$ cat src/rtl/tcs_pkg.sv
package tcs_pkg;
  typedef enum logic [1:0] {
    SRC_OSC = 2'd0,
    SRC_EXT = 2'd1,
    SRC_SYS = 2'd2,
    SRC_BKP = 2'd3
  } tick_src_e;

  localparam int NUM_CHAN = 2;
  localparam int CH_TB    = 0;
  localparam int CH_RTC   = 1;

  function automatic logic pick_tick(input tick_src_e s, input logic [3:0] ticks);
    return ticks[s];
  endfunction
endpackage

$ cat src/rtl/tcs_strap.sv
module tcs_strap (
  input  logic       clk,
  input  logic       rst,
  input  logic [2:0] mode_pin,
  input  logic       rtc_div_we,
  input  logic       rtc_div_wdata,
  output logic       mp1_q,
  output logic       rtc_div_q
);
  always_ff @(posedge clk) begin
    if (rst) begin
      mp1_q     <= mode_pin[0];
      rtc_div_q <= |mode_pin;
    end else if (rtc_div_we) begin
      rtc_div_q <= rtc_div_wdata;
    end
  end

  AST_DIV_WRITE: assert property (@(posedge clk) disable iff (rst)
    rtc_div_we |=> rtc_div_q == $past(rtc_div_wdata));

  AST_STRAP_HOLD: assert property (@(posedge clk) disable iff (rst)
    1'b1 |=> $stable(mp1_q));
endmodule

$ cat src/rtl/tcs_route.sv
module tcs_route
  import tcs_pkg::*;
#(
  parameter int TB_OSC_DIV_A = 4,
  parameter int TB_OSC_DIV_B = 16,
  parameter int TB_SYS_DIV   = 16,
  parameter int TB_BKP_DIV   = 16,
  parameter int RTC_DIV_A    = 4,
  parameter int RTC_DIV_B    = 256,
  parameter int CNT_W        = 8
) (
  input  logic             limp_active,
  input  logic             bkp_dis,
  input  logic             tb_src_sys,
  input  logic             rtc_ext_sel,
  input  logic             mp1,
  input  logic             rtc_div,
  output tick_src_e        src_o [NUM_CHAN],
  output logic [CNT_W-1:0] lim_o [NUM_CHAN]
);
  localparam logic [CNT_W-1:0] L_TB_OSC_A = CNT_W'(TB_OSC_DIV_A - 1);
  localparam logic [CNT_W-1:0] L_TB_OSC_B = CNT_W'(TB_OSC_DIV_B - 1);
  localparam logic [CNT_W-1:0] L_TB_SYS   = CNT_W'(TB_SYS_DIV - 1);
  localparam logic [CNT_W-1:0] L_TB_BKP   = CNT_W'(TB_BKP_DIV - 1);
  localparam logic [CNT_W-1:0] L_RTC_A    = CNT_W'(RTC_DIV_A - 1);
  localparam logic [CNT_W-1:0] L_RTC_B    = CNT_W'(RTC_DIV_B - 1);

  logic use_bkp;
  assign use_bkp = limp_active && !bkp_dis;

  always_comb begin
    if (use_bkp) begin
      src_o[CH_TB] = SRC_BKP;
      lim_o[CH_TB] = L_TB_BKP;
    end else if (tb_src_sys) begin
      src_o[CH_TB] = SRC_SYS;
      lim_o[CH_TB] = L_TB_SYS;
    end else begin
      src_o[CH_TB] = SRC_OSC;
      lim_o[CH_TB] = mp1 ? L_TB_OSC_B : L_TB_OSC_A;
    end
  end

  always_comb begin
    if (use_bkp)          src_o[CH_RTC] = SRC_BKP;
    else if (rtc_ext_sel) src_o[CH_RTC] = SRC_EXT;
    else                  src_o[CH_RTC] = SRC_OSC;
    lim_o[CH_RTC] = rtc_div ? L_RTC_B : L_RTC_A;
  end
endmodule

$ cat src/rtl/tcs_prescaler.sv
module tcs_prescaler #(
  parameter int CNT_W = 8,
  parameter int KEY_W = CNT_W + 2
) (
  input  logic             clk,
  input  logic             rst,
  input  logic             tick,
  input  logic [KEY_W-1:0] key,
  input  logic [CNT_W-1:0] limit,
  output logic             en_o
);
  logic [KEY_W-1:0] key_q;
  logic [CNT_W-1:0] cnt_q;
  logic             restart;

  assign restart = (key != key_q);

  always_ff @(posedge clk) begin
    key_q <= key;
    if (rst || restart) begin
      cnt_q <= '0;
      en_o  <= 1'b0;
    end else if (tick) begin
      if (cnt_q >= limit) begin
        cnt_q <= '0;
        en_o  <= 1'b1;
      end else begin
        cnt_q <= cnt_q + 1'b1;
        en_o  <= 1'b0;
      end
    end else begin
      en_o <= 1'b0;
    end
  end

  AST_SINGLE_PULSE: assert property (@(posedge clk) disable iff (rst)
    en_o |=> !en_o);
  AST_RESTART_QUIET: assert property (@(posedge clk) disable iff (rst)
    restart |=> (!en_o && cnt_q == '0));
  AST_CNT_BOUND: assert property (@(posedge clk) disable iff (rst)
    !restart |-> cnt_q <= limit);
  AST_PULSE_HAS_TICK: assert property (@(posedge clk) disable iff (rst)
    en_o |-> $past(tick));
endmodule

$ cat src/rtl/tcs_top.sv
module tcs_top
  import tcs_pkg::*;
#(
  parameter int TB_OSC_DIV_A = 4,
  parameter int TB_OSC_DIV_B = 16,
  parameter int TB_SYS_DIV   = 16,
  parameter int TB_BKP_DIV   = 16,
  parameter int RTC_DIV_A    = 4,
  parameter int RTC_DIV_B    = 256
) (
  input  logic       clk,
  input  logic       rst,
  input  logic       osc_tick,
  input  logic       ext_tick,
  input  logic       sys_tick,
  input  logic       bkp_tick,
  input  logic       limp_active,
  input  logic       bkp_dis,
  input  logic       tb_src_sys,
  input  logic       rtc_ext_sel,
  input  logic       rtc_div_we,
  input  logic       rtc_div_wdata,
  input  logic [2:0] mode_pin,
  output logic       tb_en,
  output logic       rtc_en
);
  localparam int MAX_A   = (TB_OSC_DIV_A > TB_OSC_DIV_B) ? TB_OSC_DIV_A : TB_OSC_DIV_B;
  localparam int MAX_B   = (TB_SYS_DIV > TB_BKP_DIV) ? TB_SYS_DIV : TB_BKP_DIV;
  localparam int MAX_C   = (RTC_DIV_A > RTC_DIV_B) ? RTC_DIV_A : RTC_DIV_B;
  localparam int MAX_AB  = (MAX_A > MAX_B) ? MAX_A : MAX_B;
  localparam int MAX_DIV = (MAX_AB > MAX_C) ? MAX_AB : MAX_C;
  localparam int CNT_W   = (MAX_DIV > 2) ? $clog2(MAX_DIV) : 1;
  localparam int KEY_W   = CNT_W + 2;

  logic             mp1_q;
  logic             rtc_div_q;
  tick_src_e        src   [NUM_CHAN];
  logic [CNT_W-1:0] lim   [NUM_CHAN];
  logic [NUM_CHAN-1:0] en_w;
  logic [3:0]       ticks;

  assign ticks = {bkp_tick, sys_tick, ext_tick, osc_tick};

  tcs_strap u_strap (
    .clk           (clk),
    .rst           (rst),
    .mode_pin      (mode_pin),
    .rtc_div_we    (rtc_div_we),
    .rtc_div_wdata (rtc_div_wdata),
    .mp1_q         (mp1_q),
    .rtc_div_q     (rtc_div_q)
  );

  tcs_route #(
    .TB_OSC_DIV_A (TB_OSC_DIV_A),
    .TB_OSC_DIV_B (TB_OSC_DIV_B),
    .TB_SYS_DIV   (TB_SYS_DIV),
    .TB_BKP_DIV   (TB_BKP_DIV),
    .RTC_DIV_A    (RTC_DIV_A),
    .RTC_DIV_B    (RTC_DIV_B),
    .CNT_W        (CNT_W)
  ) u_route (
    .limp_active (limp_active),
    .bkp_dis     (bkp_dis),
    .tb_src_sys  (tb_src_sys),
    .rtc_ext_sel (rtc_ext_sel),
    .mp1         (mp1_q),
    .rtc_div     (rtc_div_q),
    .src_o       (src),
    .lim_o       (lim)
  );

  for (genvar c = 0; c < NUM_CHAN; c++) begin : g_chan
    logic             chan_tick;
    logic [KEY_W-1:0] chan_key;
    assign chan_tick = pick_tick(src[c], ticks);
    assign chan_key  = {src[c], lim[c]};
    tcs_prescaler #(.CNT_W(CNT_W), .KEY_W(KEY_W)) u_ps (
      .clk   (clk),
      .rst   (rst),
      .tick  (chan_tick),
      .key   (chan_key),
      .limit (lim[c]),
      .en_o  (en_w[c])
    );
  end

  assign tb_en  = en_w[CH_TB];
  assign rtc_en = en_w[CH_RTC];

  AST_LIMP_TB_BKP: assert property (@(posedge clk) disable iff (rst)
    (tb_en && $past(limp_active && !bkp_dis)) |-> $past(bkp_tick));
  AST_LIMP_RTC_BKP: assert property (@(posedge clk) disable iff (rst)
    (rtc_en && $past(limp_active && !bkp_dis)) |-> $past(bkp_tick));
  AST_DIS_RTC_SRC: assert property (@(posedge clk) disable iff (rst)
    (rtc_en && $past(bkp_dis)) |-> $past(rtc_ext_sel ? ext_tick : osc_tick));
  AST_TB_SYS_SRC: assert property (@(posedge clk) disable iff (rst)
    (tb_en && $past(tb_src_sys && !(limp_active && !bkp_dis))) |-> $past(sys_tick));
  AST_RESET_QUIET: assert property (@(posedge clk)
    rst |=> (!tb_en && !rtc_en));
endmodule

$ cat config.mk
export PLATFORM = sky130hd
export DESIGN_NAME = tcs_top
export DESIGN_NICKNAME = d
export VERILOG_FILES = /design/src/rtl/tcs_pkg.sv /design/src/rtl/tcs_strap.sv /design/src/rtl/tcs_route.sv /design/src/rtl/tcs_prescaler.sv /design/src/rtl/tcs_top.sv
export SDC_FILE = /design/constraint.sdc
export NUM_CORES = 1
export LEC_CHECK = 0
export ABC_AREA = 1
export BUFFER_PORTS_ARGS = -buffer_cell sky130_fd_sc_hd__buf_4
export CAP_MARGIN = 20
export CORE_MARGIN = 1
export CORE_UTILIZATION = 55
export DETAILED_ROUTE_END_ITERATION = 12
export HOLD_SLACK_MARGIN = 0.1
export MAX_ROUTING_LAYER = met4
export PLACE_DENSITY = 0.77
export SYNTH_ARGS = -nofsm -noshare
export SYNTH_HDL_FRONTEND = slang
export SYNTH_HIERARCHICAL = 1
export SYNTH_SLANG_ARGS = --single-unit
$ cat constraint.sdc
create_clock -name clk -period 1.9 [get_ports clk]
set_clock_uncertainty 0.2 [all_clocks]
set_input_delay 0.38 -clock clk [delete_from_list [all_inputs] [get_ports clk]]
set_output_delay 0.38 -clock clk [all_outputs]
set_load 0.03 [all_outputs]
======== After elaboration in Yosys (flattened, before gate mapping) ========
Index checks and enable logic that the tools add are counted.
operators by class
  add/subtract/negate cells ............... 2
  order comparisons ....................... 4
  equal/unequal tests ..................... 2
  muxes and demuxes ....................... 18
  bitwise logic cells ..................... 2
  reduce and logical (&&, ||, !) cells .... 8
operator list
  kind                 count
  $mux 8               5
  $ne 10x10->1         2
  $add 8x1->8 const B  2
  $ge 8x8->1           2
  $mux 1               7
  $lt 2x3->1 const B   2
  $mux 2               3
  $bmux 1 s2           2
  $mux 4               1
  $reduce_or 2->1      2
  $reduce_or 3->1      1
  $logic_or 1x1->1     2
  $not 1->1            2
  $reduce_bool 2->1    1
  $logic_and 1x1->1    1
  $logic_not 1->1      1
word-level totals
  flip-flop bits (word level) ............. 40
  input port bits ......................... 15
  output and inout bits ................... 2

======== Depth between registers and ports, before layout ========
  depth after elaboration ................. 7
  depth in mapped cells ................... 15
  mapped depth without buffers ............ 14

======== Modules after synthesis ========
Netlist, hierarchy kept.
by module, submodules not included
  module         instances  cells an instance  area each (um^2)
  tcs_prescaler  2          126                980.9
  tcs_route      1          28                 171.4
  tcs_top        1          22                 87.6
  tcs_strap      1          8                  86.3

======== Worst setup path after synthesis ========
OpenSTA, ideal clock, no wires.
  path kind ............................... input to register
  start point ............................. input port bkp_dis
  end point ............................... register g_chan[0].u_ps.cnt_q[0]
  library setup time ...................... 0.116 ns
  arrival time ............................ 1.540 ns
  slack ................................... 0.044 ns
  stages .................................. 15
  path buffers ............................ 1
  path through ............................ inv_1 > nand2_2 > nand2_1 > buf_4 > inv_1 > ha_1 > nand2_1 > inv_1 > nand2_1 > nand2_1 > nand2_1 > nand3_1 > nand2_1 > nand2_2 > nor2_1
RTL lines
  what                    line                 RTL
  start: declaration      tcs_top.sv:18        input logic bkp_dis,
  end signal: assignment  tcs_prescaler.sv:28  cnt_q <= cnt_q + 1'b1;
  end: declaration        tcs_prescaler.sv:13  logic [CNT_W-1:0] cnt_q;

======== Worst setup path after layout ========
  start point ............................. register u_strap.rtc_div_q
  end point ............................... register g_chan[1].u_ps.cnt_q[1]
between the ends
  word-level cells in the longest chain between the ends .. 3
  elaborated cells on any way between the ends .. 5
  classes of those cells .................. 1 x order compare; 1 x eq/ne; 2 x mux; 1 x reduce/logical
ends and longest elaborated chain
  what                                        line                                      RTL
  start: declaration                          tcs_strap.sv:8                            output logic rtc_div_q
  start signal: assignment                    tcs_strap.sv:13                           rtc_div_q <= |mode_pin;
  start signal: assignment                    tcs_strap.sv:15                           rtc_div_q <= rtc_div_wdata;
  $mux 8 (*)                                  tcs_route.sv:48                           lim_o[CH_RTC] = rtc_div ? L_RTC_B : L_RTC_A;
  $ge 8x8->1 or $ne 10x10->1 (tied branches)  tcs_prescaler.sv:24, tcs_prescaler.sv:16
  $mux 8 or $logic_or 1x1->1 (tied branches)  tcs_prescaler.sv:24, tcs_prescaler.sv:20
  end signal: assignment                      tcs_prescaler.sv:28
  end: declaration                            tcs_prescaler.sv:13
Mark *: on every way between the ends. The rest lies on a longest branch, timed or not.
A chain may end at the register's enable or synchronous reset.

==> results.txt <==
----------------------------------------------------
[Run status]
  Status ... completed

[Floorplan]
  Floorplan die height ... 66.8 um
  Number of primary I/O pins ... 17
  Starting Density ... 57.7%
  Die width ... 66.8 um
  Die area ... 4460 um^2
  Number of core rows ... 23
  Area of the core ... 4000 um^2

[Drt]
  Post-detailed-route wirelength per cell ... 9.97 um
  Initial DRT Pass Iterations ... 4
  Number of vias per cell ... 4.54
  Drt drc ... 0
  Vias after detailed routing ... 1749
  Residual antenna-violating net count after detailed routing ... 0
  Violation count after the first detailed-routing iteration ... 54
  Post-detailed-routing wire length ... 3840 um

[Clocking]
  Clk Latency, worst-skew pair ... 290 ps
  CTS Buf Count ... 5
  Number of H-tree levels ... 2
  TritonCTS clock tree ... built
  Clk sinks ... 40
  Maximum count of clock buffers along a single path ... 2
  Root buffer selected by CTS ... sky130_fd_sc_hd__clkbuf_8
  Worst-path clk slew ... 80 ps

[Timing]
  Post-route minimum period ... 1830 ps
  RSZ-0062 raised after global routing ... true
  Upper clock frequency limit ... 546 MHz
  Final Max Slew Viols ... 0
  Post-Route Setup TNS ... 0 ps
  Hold WS ... 135 ps
  Share of the cycle needed by the critical path after routing ... 96.3%
  Final count of negative-setup-slack endpoints ... 0
  Count of endpoints failing hold in the final timing report ... 0

[Critical path]
  CP required ... 1890 ps
  Type of destination of the critical path ... register
  Start point of the critical path ... u_strap/rtc_div_q$_DFFE_PP_
  Startpoint types ... register
  Reg-to-reg startpoint ... u_strap/rtc_div_q$_DFFE_PP_
  Critical path arrival ... 1820 ps
  WS Path Type ... reg2reg
  Maximum net fanout on the critical path ... 8

[Placed design]
  Final weighted congestion in routability-driven placement ... 0.781
  Placed Cells incl. Taps ... 374
  Count of buffers inserted at the top-level ports ... 16
  Post-detail-place hpwl ... 2850 um

[Hold path]
  Start point of the worst hold path ... rst
  Type of the most critical hold path ... in2reg

[Power]
  Worst vdd rail ir drop ... 594 uV
  Static leakage power ... 1.40 nW
  Power per Cell Area ... 678 nW/um^2
  Overall power consumption ... 0.00185 W

[Yosys]
  Fraction of the mapped netlist area in compound gates ... 3.04%
  Cell type with the largest total area after synthesis ... sky130_fd_sc_hd__dfxtp_1
  Dominant combinational cell family by area after synthesis ... simple AND/OR/NAND/NOR gates
  Count of different cell masters after synthesis ... 26
  Yosys warning count ... 6
  Portion of synthesized cell area occupied by the leading cell type ... 33.0%
  Synth area leaders ... sky130_fd_sc_hd__dfxtp_1, sky130_fd_sc_hd__nand2_1, sky130_fd_sc_hd__ha_1
  Adder-cell share of the synthesized area ... 9.76%
  XOR/XNOR Fraction of Synth Area ... 7.59%
  Post-synthesis average cell area ... 7.44 um^2
  Synthesized cell area ... 2310 um^2
  Gate count after technology mapping ... 310
  Number of storage elements in the synthesis netlist ... 40
  Proportion of synthesized area in mux cells ... 0.868%
  Sequential-to-total area share from yosys stat ... 35.6%
  Post-Synth Simple-Gate Area ... 26.7%

[Final layout]
  Layout Area Growth over Synthesis ... 18.1%
  Share of final-layout standard cells stronger than drive strength 1 ... 22.4%
  Post-route non-filler standard cell count ... 385
  Nets ... 367
  Antenna diode count ... 0

[GRT]
  GRT Overall Usage ... 20.4%
  Antenna violations before repair ... 0
  Global route overflow ... 0
  First-pass GRT wire length ... 6530 um
  Via count of the first global-routing pass ... 1675
  Largest net degree at the start of global routing ... 14

[Flow run]
  Maximum Capacitance Violations ... 0

----------------------------------------------------
==> critical path, stage by stage, from the launching register on <==
cell                       delay (ps)
sky130_fd_sc_hd__edfxtp_1         390
sky130_fd_sc_hd__buf_6            140
sky130_fd_sc_hd__inv_1             70
sky130_fd_sc_hd__ha_4             270
sky130_fd_sc_hd__nand2_2           70
sky130_fd_sc_hd__nor2_4            90
sky130_fd_sc_hd__nand4_1          110
sky130_fd_sc_hd__nand3_2          100
sky130_fd_sc_hd__nand2_2           80
sky130_fd_sc_hd__nand2_4          150
sky130_fd_sc_hd__nor2_1            70
==> stage by stage <==
| step | area, um^2 | utilization (%) | worst slack (ps) |
|---|---|---|---|
| final | 2720 | 68.1 | 69.4 |
| after global routing | 2720 | 68.1 | -29.9 |
| after CTS | 2580 | 64.4 | 13.1 |
| after detailed placement | 2440 | 61.1 | -125 |
| after global placement | 2440 | 61.1 | -106 |
| after floorplan | 2330 | - | 44.0 |
==> registers in the layout, summed over array words and instances, names as in the netlist <==
register and flops:
g_chan.u_ps/cnt_q 16, g_chan.u_ps/key_q 20, u_strap/rtc_div_q 1, u_strap/mp1_q 1, g_chan.u_ps/en_o 2
==> placed cells by master, fill, tap and decap left out, drive strengths merged, types with 5 or more instances in the layout <==
master	count
dfxtp	38
buf	29
clkbuf	5
or2	5
a21oi	7
xnor2	8
nand3	6
nand2	76
nand4	6
inv	59
nor2	38
xor2	12
ha	18
conb	8
==> synthesized netlist by cell type <==
library cell / instances
sky130_fd_sc_hd__nand2_1: 71
sky130_fd_sc_hd__inv_1: 59
sky130_fd_sc_hd__dfxtp_1: 38
sky130_fd_sc_hd__nor2_1: 36
sky130_fd_sc_hd__ha_1: 18
sky130_fd_sc_hd__buf_4: 17
sky130_fd_sc_hd__xor2_1: 12
sky130_fd_sc_hd__xnor2_1: 8
sky130_fd_sc_hd__nand3_1: 6
sky130_fd_sc_hd__nand4_1: 6
sky130_fd_sc_hd__a21oi_1: 5
sky130_fd_sc_hd__nand3b_1: 4
sky130_fd_sc_hd__or2_2: 4
sky130_fd_sc_hd__nand2_2: 3
sky130_fd_sc_hd__a21o_1: 2
sky130_fd_sc_hd__a21oi_2: 2
sky130_fd_sc_hd__buf_6: 2
sky130_fd_sc_hd__conb_1: 2
sky130_fd_sc_hd__edfxtp_1: 2
sky130_fd_sc_hd__mux2i_1: 2
sky130_fd_sc_hd__nand2_4: 2
sky130_fd_sc_hd__nor2_2: 2
sky130_fd_sc_hd__nor2b_1: 2
sky130_fd_sc_hd__nor3_2: 2
sky130_fd_sc_hd__o22ai_1: 2
sky130_fd_sc_hd__or2_1: 1
==> power by group <==
group          total, W  internal, W  switching [W]
Clock          0.000691     0.000389       0.000302
Sequential     0.000895     0.000880      0.0000152
Combinational  0.000262     0.000122       0.000140
Total           0.00185      0.00139       0.000457
==> kinds of logic (layout without fill, tap and decap cells) <==
family | count (synthesis) | in the layout
simple gates | 139 | 139
buf+inv | 78 | 97
flops | 40 | 40
xor+xnor | 20 | 20
fa+ha+maj | 18 | 18
compound gates | 11 | 11
other cells | 2 | 8
mux | 2 | 2
==> worst paths after layout <==
kind,endpoint,slack (ps),cells past startpoint
worst max-delay path,g_chan[1].u_ps/cnt_q[1]$_SDFFE_PP0P_,70,10
worst min-delay path,u_strap/mp1_q$_DFFE_PP_,140,1
worst max register to register,g_chan[1].u_ps/cnt_q[1]$_SDFFE_PP0P_,70,10
worst min register to register,g_chan[1].u_ps/key_q[5]$_DFF_P_,350,1
==> layout make-up <==
| cell class | count | area (um^2) |
|---|---|---|
| clock buffer | 5 | 68.8 |
| clock inverter | 3 | 42.5 |
| fill | 331 | 1280 |
| inverter | 59 | 221 |
| multi-input combinational | 198 | 1270 |
| sequential | 40 | 821 |
| tap | 50 | 62.6 |
| timing repair buffer | 30 | 239 |
==> timing repair <==
item	in CTS	in global routing
endpoints found under the hold margin	1	0
gates resized for setup	0	34
setup buffers	2	0
hold buffers	1	0
endpoints found under the setup margin	8	16
pin swaps	0	13
==> routing by layer <==
metal	vias to the layer above	track usage (%)	wire (um)	share of wire (%)
li1	952	-	-	-
met1	773	20.7	1730	45
met2	18	36.2	1910	50
met3	6	5.99	134	3.5
met4	0	8.78	70	1.8
met5	-	-	0	0
No activity file was read; power rests on OpenSTA's default activity.
